==> src/rtl/afr_pkg.sv <==
package afr_pkg;
  typedef enum logic [1:0] {
    ST_IDLE,
    ST_LEAD,
    ST_RUN,
    ST_TAIL
  } afr_state_e;
endpackage

==> src/rtl/afr_tick.sv <==
module afr_tick #(
  parameter int HALF = 2
) (
  input  logic clk_i,
  input  logic rst_ni,
  input  logic en_i,
  output logic tick_o
);
  localparam int CW = (HALF > 1) ? $clog2(HALF) : 1;

  generate
    if (HALF == 1) begin : g_direct
      assign tick_o = en_i;
    end else begin : g_count
      logic [CW-1:0] cnt_q;
      assign tick_o = en_i && (cnt_q == CW'(HALF - 1));
      always_ff @(posedge clk_i or negedge rst_ni) begin
        if (!rst_ni)     cnt_q <= '0;
        else if (!en_i)  cnt_q <= '0;
        else if (tick_o) cnt_q <= '0;
        else             cnt_q <= cnt_q + 1'b1;
      end
      // gap between ticks is one full half period
      assert_tick_spacing_R3: assert property (@(posedge clk_i) disable iff (!rst_ni)
        tick_o |=> !tick_o);
    end
  endgenerate
endmodule

==> src/rtl/afr_lane.sv <==
module afr_lane #(
  parameter int W = 12
) (
  input  logic         clk_i,
  input  logic         rst_ni,
  input  logic         cap_i,
  input  logic         bit_i,
  output logic [W-1:0] sh_o
);
  logic [W-1:0] sh_q;
  always_ff @(posedge clk_i or negedge rst_ni) begin
    if (!rst_ni)    sh_q <= '0;
    else if (cap_i) sh_q <= {sh_q[W-2:0], bit_i};
  end
  assign sh_o = sh_q;
endmodule

==> src/rtl/afr_seq.sv <==
module afr_seq
  import afr_pkg::*;
#(
  parameter int DATA_W    = 12,
  parameter int LEAD_CLKS = 19
) (
  input  logic clk_i,
  input  logic rst_ni,
  input  logic start_i,
  input  logic rise_i,
  input  logic single_i,
  input  logic tick_i,
  output logic run_o,
  output logic sclk_o,
  output logic cs_no,
  output logic cap_o,
  output logic fin_o,
  output logic done_o,
  output logic single_o
);
  localparam int FIRST    = LEAD_CLKS + 1;
  localparam int LAST_TWO = LEAD_CLKS + DATA_W;
  localparam int LAST_ONE = LEAD_CLKS + 2 * DATA_W;
  localparam int CNT_W    = $clog2(LAST_ONE + 1);

  afr_state_e       state_q;
  logic [CNT_W-1:0] fall_q, fall_nx, last_n;
  logic             sclk_q, cs_q, rise_q, single_q, done_q;
  logic             fall_ev, rise_ev, end_ev;

  always_comb begin
    last_n  = single_q ? CNT_W'(LAST_ONE) : CNT_W'(LAST_TWO);
    fall_nx = fall_q + 1'b1;
    fall_ev = (state_q == ST_RUN) && tick_i && sclk_q;
    rise_ev = (state_q == ST_RUN) && tick_i && !sclk_q;
    cap_o   = (fall_ev && !rise_q && (fall_nx >= CNT_W'(FIRST))) ||
              (rise_ev &&  rise_q && (fall_q  >= CNT_W'(FIRST)));
    end_ev  = (fall_ev && !rise_q && (fall_nx == last_n)) ||
              (rise_ev &&  rise_q && (fall_q  == last_n));
    fin_o   = (state_q == ST_TAIL) && tick_i;
  end

  always_ff @(posedge clk_i or negedge rst_ni) begin
    if (!rst_ni) begin
      state_q  <= ST_IDLE;
      fall_q   <= '0;
      sclk_q   <= 1'b1;
      cs_q     <= 1'b1;
      rise_q   <= 1'b0;
      single_q <= 1'b0;
      done_q   <= 1'b0;
    end else begin
      done_q <= fin_o;
      unique case (state_q)
        ST_IDLE: if (start_i) begin
          state_q  <= ST_LEAD;
          cs_q     <= 1'b0;
          fall_q   <= '0;
          rise_q   <= rise_i;
          single_q <= single_i;
        end
        ST_LEAD: if (tick_i) begin
          state_q <= ST_RUN;
          sclk_q  <= 1'b0;
          fall_q  <= CNT_W'(1);
        end
        ST_RUN: if (tick_i) begin
          sclk_q <= !sclk_q;
          if (sclk_q) fall_q <= fall_nx;
          if (end_ev) state_q <= ST_TAIL;
        end
        ST_TAIL: if (tick_i) begin
          sclk_q  <= 1'b1;
          cs_q    <= 1'b1;
          state_q <= ST_IDLE;
        end
        default: state_q <= ST_IDLE;
      endcase
    end
  end

  assign run_o    = (state_q != ST_IDLE);
  assign sclk_o   = sclk_q;
  assign cs_no    = cs_q;
  assign done_o   = done_q;
  assign single_o = single_q;

  // capture tally per frame, checked at completion
  logic [CNT_W-1:0] cap_cnt_q;
  always_ff @(posedge clk_i or negedge rst_ni) begin
    if (!rst_ni)                              cap_cnt_q <= '0;
    else if (state_q == ST_IDLE && start_i)   cap_cnt_q <= '0;
    else if (cap_o)                           cap_cnt_q <= cap_cnt_q + 1'b1;
  end

  assert_idle_clk_high_R1: assert property (@(posedge clk_i) disable iff (!rst_ni)
    cs_q |-> sclk_q);
  assert_no_coincident_fall_R2: assert property (@(posedge clk_i) disable iff (!rst_ni)
    $fell(sclk_q) |-> !$past(cs_q));
  assert_cap_in_frame_R5: assert property (@(posedge clk_i) disable iff (!rst_ni)
    cap_o |-> !cs_q);
  assert_cap_count_R4: assert property (@(posedge clk_i) disable iff (!rst_ni)
    fin_o |-> (cap_cnt_q == (single_q ? CNT_W'(2 * DATA_W) : CNT_W'(DATA_W))));
  assert_done_with_cs_R8: assert property (@(posedge clk_i) disable iff (!rst_ni)
    done_q |-> $rose(cs_q));
endmodule

==> src/rtl/adc_frame_reader.sv <==
module adc_frame_reader #(
  parameter int DIV       = 4,
  parameter int DATA_W    = 12,
  parameter int LEAD_CLKS = 19
) (
  input  logic              clk_i,
  input  logic              rst_ni,
  input  logic              start_i,
  input  logic              rise_cap_i,
  input  logic              single_pin_i,
  input  logic              sdata_a_i,
  input  logic              sdata_b_i,
  output logic              sclk_o,
  output logic              cs_no,
  output logic [DATA_W-1:0] result_a_o,
  output logic [DATA_W-1:0] result_b_o,
  output logic              done_o
);
  localparam int HALF   = DIV / 2;
  localparam int WIDE_W = 2 * DATA_W;

  logic              run, tick, cap, fin, single;
  logic [WIDE_W-1:0] sh_a;
  logic [DATA_W-1:0] sh_b;
  logic [DATA_W-1:0] res_a_q, res_b_q;

  afr_tick #(.HALF(HALF)) u_tick (
    .clk_i (clk_i),
    .rst_ni(rst_ni),
    .en_i  (run),
    .tick_o(tick)
  );

  afr_seq #(.DATA_W(DATA_W), .LEAD_CLKS(LEAD_CLKS)) u_seq (
    .clk_i   (clk_i),
    .rst_ni  (rst_ni),
    .start_i (start_i),
    .rise_i  (rise_cap_i),
    .single_i(single_pin_i),
    .tick_i  (tick),
    .run_o   (run),
    .sclk_o  (sclk_o),
    .cs_no   (cs_no),
    .cap_o   (cap),
    .fin_o   (fin),
    .done_o  (done_o),
    .single_o(single)
  );

  // line A holds two results in one-line mode
  afr_lane #(.W(WIDE_W)) u_lane_a (
    .clk_i (clk_i),
    .rst_ni(rst_ni),
    .cap_i (cap),
    .bit_i (sdata_a_i),
    .sh_o  (sh_a)
  );

  afr_lane #(.W(DATA_W)) u_lane_b (
    .clk_i (clk_i),
    .rst_ni(rst_ni),
    .cap_i (cap),
    .bit_i (sdata_b_i),
    .sh_o  (sh_b)
  );

  always_ff @(posedge clk_i or negedge rst_ni) begin
    if (!rst_ni) begin
      res_a_q <= '0;
      res_b_q <= '0;
    end else if (fin) begin
      res_a_q <= single ? sh_a[WIDE_W-1:DATA_W] : sh_a[DATA_W-1:0];
      res_b_q <= single ? sh_a[DATA_W-1:0]      : sh_b;
    end
  end

  assign result_a_o = res_a_q;
  assign result_b_o = res_b_q;

  assert_hold_a_R11: assert property (@(posedge clk_i) disable iff (!rst_ni)
    !done_o |-> $stable(res_a_q));
  assert_hold_b_R11: assert property (@(posedge clk_i) disable iff (!rst_ni)
    !done_o |-> $stable(res_b_q));
endmodule

==> config.mk <==
export PLATFORM = sky130hd
export DESIGN_NAME = adc_frame_reader
export DESIGN_NICKNAME = d
export VERILOG_FILES = /design/src/rtl/afr_pkg.sv /design/src/rtl/afr_tick.sv /design/src/rtl/afr_lane.sv /design/src/rtl/afr_seq.sv /design/src/rtl/adc_frame_reader.sv
export SDC_FILE = /design/constraint.sdc
export NUM_CORES = 1
export LEC_CHECK = 0
export BUFFER_PORTS_ARGS = -buffer_cell sky130_fd_sc_hd__buf_4
export CAP_MARGIN = 20
export CORE_AREA = 3 3 59 116
export DETAILED_ROUTE_END_ITERATION = 7
export DIE_AREA = 0 0 62 119
export GPL_TIMING_DRIVEN = 1
export PLACE_DENSITY = 0.78
export SLEW_MARGIN = 15
export SYNTH_ARGS = -nofsm -noshare
export SYNTH_HDL_FRONTEND = slang
export SYNTH_SLANG_ARGS = --single-unit
==> constraint.sdc <==
create_clock -name clk_i -period 2.8 [get_ports clk_i]
set_clock_uncertainty 0.2 [all_clocks]
set_input_delay 0.42 -clock clk_i [delete_from_list [all_inputs] [get_ports clk_i]]
set_output_delay 0.42 -clock clk_i [all_outputs]
set_load 0.005 [all_outputs]
=== Word-level counts from Yosys, hierarchy flattened ===
Cells that the tools add are included.

* Output and inout port bits: 27
* Input port bits: 7
* Register bits: 74

* $lt $le $gt $ge: 2
* Add/sub/neg operators: 2
* Mux-type cells: 22
* Reductions and logical operators: 25
* Equal/unequal tests: 11

{| class="wikitable"
|+ Operators by type and width
! operator !! count
|-
| 6-bit 2-to-1 mux || 5
|-
| 12-bit 2-to-1 mux || 2
|-
| 6-bit case mux with 3 select lines || 1
|-
| 6-bit == test || 2
|-
| 6-bit by 5-bit greater-or-equal comparator with 1-bit output (second input constant) || 2
|-
| 1-bit logical AND || 11
|-
| 2-bit 2-to-1 mux || 5
|-
| 2-bit by 1-bit inequality test with 1-bit output (second input constant) || 5
|-
| 5-bit AND reduction || 2
|-
| 2-bit case mux with 4 select lines || 1
|-
| 6-bit by 1-bit adder with 6-bit output (second input constant) || 1
|-
| 1-bit 2-to-1 mux || 6
|-
| 3-bit nonzero test || 2
|-
| 2-bit == test (second input constant) || 2
|-
| 4-bit AND reduction || 1
|-
| 2-bit nonzero test || 2
|-
| 1-bit case mux with 3 select lines || 1
|-
| 3-bit AND reduction || 1
|-
| 2-bit by 1-bit == test with 1-bit output (second input constant) || 1
|-
| 1-bit zero test || 2
|-
| 2-bit zero test || 1
|-
| 1-bit logical OR || 2
|-
| 2-bit inequality test (second input constant) || 1
|-
| 1-bit case mux with 2 select lines || 1
|-
| other kinds (2) || 2
|}

=== Longest topological paths before layout ===
Gate-level depths: netlist of the first run.

* Depth in word-level cells: 10
* Mapped depth: 8
* Mapped depth without buffers: 7

=== Hierarchy ===
From an unflattened synthesis of the first run, not the netlist that was laid out.

* Cells, all modules: 312
* Area total of the unflattened synthesis: 3703.6 µm²

{| class="wikitable"
|+ By module, submodules not included
! module !! seq. area each (µm²) !! cells an instance !! area each (µm²) !! instances
|-
| adc_frame_reader || 600.6 || 104 || 1124.8 || 1
|-
| afr_seq || 327.8 || 129 || 1056.0 || 1
|-
| afr_lane at u_lane_a || 600.6 || 51 || 997.2 || 1
|-
| afr_lane at u_lane_b || 300.3 || 25 || 484.2 || 1
|-
| afr_tick || 25.0 || 3 || 41.3 || 1
|}

=== Worst setup path after synthesis of the first run ===
OpenSTA, ideal clock, no wires.

* Path type: register to register
* Start: register u_seq.state_q[0]
* End: register u_lane_a.sh_q[1] (netlist: u_lane_a.sh_o[1])
* Setup slack: 0.260 ns
* Cell stages (with the launch flop): 9
* Arrival: 2.216 ns
* Buffers on the path: 1
* Cells stage by stage: dfrtp_1 inv_1 ha_1 nor2b_1 nand2_1 a2111o_1 o21ai_4 buf_8 mux2_2

* Cells in the longest elaborated chain, start to end: 7
* Elaborated cells on any way between the ends: 11
* Classes of those cells: eq/ne (1); reduce/logical (10)

{| class="wikitable"
|+ Ends and longest elaborated chain
! what !! RTL line !! RTL
|-
| start, declared || afr_seq.sv:26 || <nowiki>afr_state_e state_q;</nowiki>
|-
| start signal, assigned || afr_seq.sv:45 || <nowiki>state_q <= ST_IDLE;</nowiki>
|-
| start signal, assigned || afr_seq.sv:56 || <nowiki>state_q <= ST_LEAD;</nowiki>
|-
| start signal, assigned || afr_seq.sv:63 || <nowiki>state_q <= ST_RUN;</nowiki>
|-
| 2-bit nonzero test || afr_seq.sv:82 || <nowiki>assign run_o = (state_q != ST_IDLE);</nowiki>
|-
| 1-bit logical AND || afr_tick.sv:16 || <nowiki>assign tick_o = en_i && (cnt_q == CW'(HALF - 1));</nowiki>
|-
| 1-bit logical AND * || afr_seq.sv:34, afr_seq.sv:35 ||
|-
| 1-bit logical AND (on tied branches) || afr_seq.sv:34, afr_seq.sv:35 ||
|-
| 1-bit logical AND (on tied branches) (2 in a row) || afr_seq.sv:36, afr_seq.sv:37 ||
|-
| 1-bit logical OR * || afr_seq.sv:36 || <nowiki>cap_o = (fall_ev && !rise_q && (fall_nx >= CNT_W'(FIRST))) ||</nowiki>
|-
| end signal, assigned || afr_lane.sv:13 || <nowiki>else if (cap_i) sh_q <= {sh_q[W-2:0], bit_i};</nowiki>
|-
| end, declared || afr_lane.sv:10 || <nowiki>logic [W-1:0] sh_q;</nowiki>
|}

Every way passes the cells marked *; elsewhere a longest branch is shown, timed or not.
A chain may end at the register's enable or synchronous reset.

=== Final worst setup path of the first run ===
* Start: register u_seq.state_q[0]
* End: register u_lane_b.sh_q[8] (netlist: u_lane_b.sh_o[8])

* Cells in the longest elaborated chain, start to end: 7
* Elaborated cells on any way between the ends: 11
* Classes of those cells: eq/ne (1); reduce/logical (10)

{| class="wikitable"
|+ Ends and longest elaborated chain
! what !! RTL line
|-
| 2-bit nonzero test || afr_seq.sv:82
|-
| 1-bit logical AND || afr_tick.sv:16
|-
| 1-bit logical AND * || afr_seq.sv:34, afr_seq.sv:35
|-
| 1-bit logical AND (on tied branches) || afr_seq.sv:34, afr_seq.sv:35
|-
| 1-bit logical AND (on tied branches) (2 in a row) || afr_seq.sv:36, afr_seq.sv:37
|-
| 1-bit logical OR * || afr_seq.sv:36
|-
| end signal, assigned || afr_lane.sv:13
|-
| end, declared || afr_lane.sv:10
|}

Marked as above.

==> results of run 1 <==
[power by group]
group / switching, uW / internal [uW] / total (uW)
clock: 407 / 670 / 1080
sequential: 66.7 / 1150 / 1210
combinational: 523 / 350 / 874
total: 997 / 2170 / 3160
[sequential cells by signal (all words and copies together), names as in the netlist]
signal,cells
u_tick.g_count.cnt_q,1
u_seq.rise_q,1
u_seq.done_o,1
u_lane_b.sh_o,12
u_lane_a.sh_o,24
result_a_o,12
u_seq.state_q,2
u_seq.sclk_o,1
result_b_o,12
u_seq.fall_q,6
u_seq.single_o,1
u_seq.cs_no,1
[worst max-delay path by stage]
stage	from	cells past startpoint	endpoint	slack (ns)
after floorplan	u_seq.state_q[0]	8	u_lane_a.sh_o[1]	0.26
after global placement	u_seq.state_q[0]	8	u_lane_b.sh_o[3]	0.22
after detailed placement	u_seq.state_q[0]	8	u_lane_b.sh_o[1]	0.15
after CTS	u_seq.state_q[0]	8	u_lane_b.sh_o[8]	0.12
after global routing	u_seq.state_q[0]	8	u_lane_a.sh_o[1]	0.05
final	u_seq.state_q[0]	8	u_lane_b.sh_o[8]	0.27
[Yosys cell counts, types with 2 or more instances]
cell                       number
sky130_fd_sc_hd__mux2_2        37
sky130_fd_sc_hd__buf_2          2
sky130_fd_sc_hd__o31ai_1        5
sky130_fd_sc_hd__clkbuf_1       9
sky130_fd_sc_hd__nor4bb_1       2
sky130_fd_sc_hd__ha_1           7
sky130_fd_sc_hd__o21ai_0       30
sky130_fd_sc_hd__inv_1          8
sky130_fd_sc_hd__a21oi_1        6
sky130_fd_sc_hd__nand4_1        2
sky130_fd_sc_hd__buf_8          3
sky130_fd_sc_hd__nor2_1        12
sky130_fd_sc_hd__nand3_1        6
sky130_fd_sc_hd__dfstp_2        2
sky130_fd_sc_hd__nor2b_1        4
sky130_fd_sc_hd__dfrtp_1       72
sky130_fd_sc_hd__buf_1          2
sky130_fd_sc_hd__mux2i_1       26
sky130_fd_sc_hd__o41ai_1        2
sky130_fd_sc_hd__nand2_1       36
[metal layers]
layer	part of all wire (%)	GRT usage, %
met5	0	0
met4	3.0	11.8
met1	40	26.2
met2	54	36.2
met3	2.8	4.66
[layout make-up]
| cell class | instances | area share, % |
|---|---|---|
| clock buffers | 14 | 6.65 |
| clock inverters | 2 | 0.243 |
| inverters | 8 | 0.728 |
| multi-input cells | 201 | 36.0 |
| flip-flops and latches | 74 | 45.0 |
| well taps | 84 | 2.55 |
| repair buffers | 47 | 8.86 |
[kinds of logic after synthesis]
group           share of synthesized area (%)
simple gates                             9.97
mux                                      19.9
xor+xnor                                0.253
fa+ha+maj                                2.53
compound gates                           10.2
flops                                    53.5
buf+inv                                  3.65
[cells in the final DEF, fill, tap and decap left out, drive strengths merged, types with 2 or more instances in the layout]
cell type,n
o41ai,2
nor2,12
clkinv,2
mux2i,26
nor2b,4
o21ai,31
nand3,6
inv,8
buf,47
dfrtp,72
nor4bb,2
ha,7
clkbuf,14
a21oi,6
dfstp,2
nand2,36
o31ai,5
nand4,2
mux2,38
[what timing repair did]
item | CTS | global route
buffers inserted | 0 | 3
hold buffers | 0 | 0
setup endpoints to repair | 0 | 27
gates resized for setup | 0 | 0
[through the flow]
step	cells	instance area [sq um]	hold slack [ns]	setup WS, ns	total power (uW)
finish	430	4120	0.0172	0.271	3160
floorplan	299	3460	-0.0756	0.260	1820
detailed placement	411	3820	0.275	0.146	2100
CTS	427	4100	0.0664	0.119	3180
global route	430	4120	0.0825	0.0515	3340
global placement	411	3820	0.264	0.221	2080
==> impl_results.md, run 1 <==
- Outcome: completed
- Worst reg2reg path endpoint: u_lane_b.sh_o[8]
- TritonCTS Buffers: 9
- Worst Tran Pin Value: 0.914 ns
- Total inserted antenna cells: 0
- Largest fanout on the critical path: 27
- Tightest Hold Check Type: input port to asynchronous set/reset pin
- Category of the worst setup path launch point: flop
- Number of flip-flops and latches in the synthesized netlist: 74
- Number of nets in the layout: 355
- Critical path data required time: 2.81 ns
- I/O pin cnt: 34
- DRT Wirelength: 7.17 mm
- Part of the cycle the worst path needs: 90.3%
- Fraction of final layout cells sized beyond drive strength 1: 29.8%
- Signed area change from the synthesized netlist to the final layout: 19.0%
- Number of buffers inserted by port buffering: 33
- Power density over the cells: 767 mW/mm^2
- Post-synth EDFFs: 0
- Crit-path max cell delay: 0.44 ns
- Clock input transition at the sequential cells of the worst setup and hold paths: 0.06 ns
- Leading post-synthesis cells by cell area: sky130_fd_sc_hd__dfrtp_1, sky130_fd_sc_hd__mux2_2, sky130_fd_sc_hd__mux2i_1
- Standard-cell row count: 40
- Share of Yosys cell area claimed by the top area cell type: 52.0%
- CP cell instances: inv_1 > ha_1 > nor2b_1 > nand2_1 > a2111o_1 > o21ai_4 > buf_12 > mux2_2
- Register-to-register path setup slack: 0.27 ns
- Total global-route track usage: 22.3%
- Achievable Freq: 395 MHz
- Beginning of the worst register-to-register path: u_seq.state_q[0]
- Area of the multi-input gates: 0.00148 sq mm
- Gr ovfl total: 0
- First-pass GRT wire length: 12.2 mm
- Via count: 2410
- Worst Path Buf+Inv: 2
- CTS sink count: 74
- Worst setup path class: flop to flop
- CTS root buf: sky130_fd_sc_hd__clkbuf_16
- Number of max-cap violations: 0
- CTS tree: done
- Worst slew margin relative to its limit: 39.1%
- Setup repair after global routing missed its margin: false
- CP max-delay cell: sky130_fd_sc_hd__a2111o_1
- Seq. cell area: 0.00185 sq mm
- Highest ir drop seen on vdd: 487 uV
- Clock latency of the later-clocked register in the worst-skew pair: 0.33 ns
- Leakage component of the power: 0.00202 uW
- DRC errors left: 0
- Area of the core: 0.00606 sq mm
- Mean cell area of the mapped netlist: 11.6 sq um
- Setup violators final: 0
- Post-synthesis cell type count: 46
- RD Place Congestion: 0.983
- Post-Synthesis Cell Area: 0.00346 sq mm
- Post-Route Setup TNS: 0 ns
- H-tree depth reported by CTS: 3
- Clock Path Buffers: 2
- Detailed-placement wirelength estimate: 5.00 mm
- Number of failing hold endpoints at the final stage: 0
- Number of warnings printed during yosys synthesis: 0
- Number of global-route vias before repair: 2593
- Most instantiated flip-flop cell in the synthesis netlist: sky130_fd_sc_hd__dfrtp_1
- Cells after synthesis: 299
- Final number of max-transition violations: 0
- Sequential cell area fraction in the yosys report: 53.5%
- Number of nets with antenna violations after routing: 0
- Drt pass-1 iters: 4
- Initial Util: 57.2%
- Largest net degree at the start of global routing: 75
- Top delay family on crit path: compound AO/OA/AOI/OAI gates
- Async S/R FF share, synth: 100%
- DIE WIDTH: 62 microns
- Total Die Area: 0.00738 sq mm
- R2r worst-path depth: 8
- Data arrival time at the worst-slack endpoint: 2.54 ns
- Yosys top cell by area: sky130_fd_sc_hd__dfrtp_1
- DRT iter0 DRCs: 151
- Routed wire per std cell: 16.7 microns
- Core occupancy in the finished layout: 68.1%
- Via-to-Cell Ratio: 5.60
- Filler cell count in the final layout: 460
- Post-layout min period: 2.53 ns
- Die H: 119 microns
- Number of antenna violations at the first check in global routing: 0
- Post-Synthesis Net Count: 313
- Endpoint class of the critical path: flop
Note: power is estimated with default switching activity, not from simulation.
==> run 2, diff against run 1 <==
--- a/config.mk
+++ b/config.mk
@@ -7,9 +7,9 @@
 export LEC_CHECK = 0
 export BUFFER_PORTS_ARGS = -buffer_cell sky130_fd_sc_hd__buf_4
 export CAP_MARGIN = 20
-export CORE_AREA = 3 3 59 116
+export CORE_AREA = 3 3 82 84
 export DETAILED_ROUTE_END_ITERATION = 7
-export DIE_AREA = 0 0 62 119
+export DIE_AREA = 0 0 85 87
 export GPL_TIMING_DRIVEN = 1
 export PLACE_DENSITY = 0.78
 export SLEW_MARGIN = 15
==> run 2 against run 1 <==
Compared with the run above: the flow now finishes with violations (negative hold slack); design area down 2.7%; global-route usage down 2.4 points; non-clock buffer count down 4; core utilization down 1.1 points; maximum frequency down 0.12%; largest cell class unchanged.
==> impl_results.md, run 2 (synthesis results as in run 1) <==
- Worst Tran Pin Value: 0.909 ns
- Share of power burned in registers: 41.8%
- Fraction of power spent switching nets: 33.3%
- Post-layout min period: 2.53 ns
- Number of nets in the layout: 351
- Clock input transition at the sequential cells of the worst setup and hold paths: 0.08 ns
- Number of buffers inserted by port buffering: 33
- Register-to-register path setup slack: 0.27 ns
- DIE WIDTH: 85 microns
- Area of the core: 0.00599 sq mm
- Leading cell types in the layout, fill and taps excluded: sky130_fd_sc_hd__dfrtp_1, sky130_fd_sc_hd__buf_4, sky130_fd_sc_hd__mux2_2
- Total inserted antenna cells: 0
- Core occupancy in the finished layout: 67.0%
- Filler cell count in the final layout: 443
- Setup slack at placement: 0.135 ns
- Setup repair after global routing missed its margin: false
- Clock Path Buffers: 2
- Number of max-cap violations: 0
- Total global-route track usage: 19.9%
- Worst setup path class: flop to flop
- Sw Pwr: 973 uW
- Number of global-route vias before repair: 2390
- Outcome: complete, but fails checks
- I/O pin cnt: 34
- Die H: 87 microns
- CTS root buf: sky130_fd_sc_hd__clkbuf_8
- Detailed-placement wirelength estimate: 4.48 mm
- Failing checks: negative hold slack
- CP cell instances: inv_1 > ha_1 > nor2b_1 > nand2_1 > a2111o_1 > o21ai_4 > buf_12 > mux2_2
- Tightest Hold Check Type: input port to asynchronous set/reset pin
- Total Die Area: 0.00740 sq mm
- DRT iter0 DRCs: 196
- R2r worst-path depth: 8
- Standard-cell row count: 28
- CTS sink count: 74
- Routed wire per std cell: 16.1 microns
- Leakage component of the power: 0.00196 uW
- Part of the cycle the worst path needs: 90.4%
- Cell-internal power: 1950 uW
- Number of nets with antenna violations after routing: 0
- Worst slack on hold paths: -0.00691 ns
- Largest net degree at the start of global routing: 75
- Commonest non-fill, non-tap cell in the layout: sky130_fd_sc_hd__dfrtp_1
- Number of antenna violations at the first check in global routing: 0
- RD Place Congestion: 0.891
- Signed area change from the synthesized netlist to the final layout: 15.8%
- CTS tree: done
- CP max-delay cell: sky130_fd_sc_hd__a2111o_1
- Via-to-Cell Ratio: 5.71
- Initial Util: 57.8%
- Achievable Freq: 395 MHz
- Beginning of the worst register-to-register path: u_seq.state_q[0]
- Gr ovfl total: 0
- Number of failing hold endpoints at the final stage: 3
- Clock latency of the later-clocked register in the worst-skew pair: 0.35 ns
- Via count: 2383
- PnR worst setup slack: 0.268 ns
- Drt pass-1 iters: 4
- Max reg flops: 24
- Category of the worst setup path launch point: flop
- Power density over the cells: 728 mW/mm^2
- TritonCTS Buffers: 9
- Data arrival time at the worst-slack endpoint: 2.56 ns
- Relative contribution of the clock network to total power: 29.5%
- DRC errors left: 0
- Logic pwr share: 28.7%
- Fraction of final layout cells sized beyond drive strength 1: 29.5%
- Setup violators final: 0
- Post-Route Setup TNS: 0 ns
- Crit-path max cell delay: 0.43 ns
- Largest fanout on the critical path: 28
- Highest ir drop seen on vdd: 488 uV
- DRT Wirelength: 6.72 mm
- H-tree depth reported by CTS: 3
- Worst slew margin relative to its limit: 39.4%
- Final number of max-transition violations: 0
- Critical path data required time: 2.83 ns
- Worst reg2reg path endpoint: u_lane_a.sh_o[1]
- First-pass GRT wire length: 11.6 mm
- Endpoint class of the critical path: flop
[run 2: cell count changes in the layout (fill, tap and decap cells not counted)]
cell | before | now
sky130_fd_sc_hd__clkbuf_16 | 9 | 0
sky130_fd_sc_hd__buf_4 | 46 | 42
sky130_fd_sc_hd__clkbuf_1 | 2 | 0
sky130_fd_sc_hd__clkinvlp_4 | 0 | 2
sky130_fd_sc_hd__clkbuf_8 | 3 | 11
sky130_fd_sc_hd__bufinv_16 | 0 | 1
sky130_fd_sc_hd__clkinv_4 | 0 | 2
sky130_fd_sc_hd__clkinv_2 | 2 | 0
[run 2: final cells by class]
cell class / instances / area, sq um / share of cell area, %
inverters: 8 / 30.0 / 0.749
flip-flops and latches: 74 / 1850 / 46.2
repair buffers: 43 / 335 / 8.36
multi-input cells: 201 / 1480 / 37.0
well taps: 75 / 93.8 / 2.34
clock inverters: 5 / 62.6 / 1.56
clock buffers: 11 / 151 / 3.77
[run 2: metal layers]
| layer | GRT usage, % | wire length (microns) | up-vias |
|---|---|---|---|
| met1 | 26.4 | 3090 | 1183 |
| met3 | 4.07 | 340 | 11 |
| met2 | 30.8 | 3180 | 52 |
| met4 | 10.6 | 108 | 0 |
| met5 | 0 | 0 | - |
| li1 | - | - | 1137 |
[run 2: timing repair]
item                       in CTS  in global routing
resized for setup               0                  0
hold buffers                    0                  0
setup endpoints to repair       0                 14
setup buffers                   0                  1
[run 2: through the flow]
stage | cell area, sq um | total power (uW) | instances
3_3_place_gp | 3790 | 2040 | 400
6_report | 4010 | 2920 | 417
2_1_floorplan | 3460 | 1820 | 299
5_1_grt | 4010 | 3090 | 417
4_1_cts | 4000 | 2940 | 416
3_5_place_dp | 3790 | 2060 | 400
[run 2: worst max path at each step]
| stage | from | to | slack, ns | depth (start not counted) |
|---|---|---|---|---|
| 3_5_place_dp | u_seq.state_q[0] | u_lane_a.sh_o[13] | 0.14 | 8 |
| 2_1_floorplan | u_seq.state_q[0] | u_lane_a.sh_o[1] | 0.26 | 8 |
| 5_1_grt | u_seq.state_q[0] | u_lane_a.sh_o[7] | 0.16 | 8 |
| 4_1_cts | u_seq.state_q[0] | u_lane_a.sh_o[1] | 0.10 | 8 |
| 3_3_place_gp | u_seq.state_q[0] | u_lane_b.sh_o[0] | 0.24 | 8 |
| 6_report | u_seq.state_q[0] | u_lane_a.sh_o[1] | 0.27 | 8 |
[run 2: worst max-delay path, delay by kind of cell, from the launching register on]
kind | cells | cell delay (ns)
buffers and inverters | 2 | 0.29
and+or+nand+nor | 2 | 0.27
adders and majority gates | 1 | 0.22
muxes | 1 | 0.36
DFF | 1 | 0.42
AOI/OAI and AO/OA | 2 | 0.63
[run 2: power by group through the flow]
stage | clock network, uW | logic (uW) | registers [uW]
final | 862 | 838 | 1220
after global routing | 937 | 927 | 1230
after CTS | 886 | 833 | 1220
after detailed placement | 0 | 827 | 1240
after global placement | 0 | 804 | 1230
after floorplan | 0 | 600 | 1220
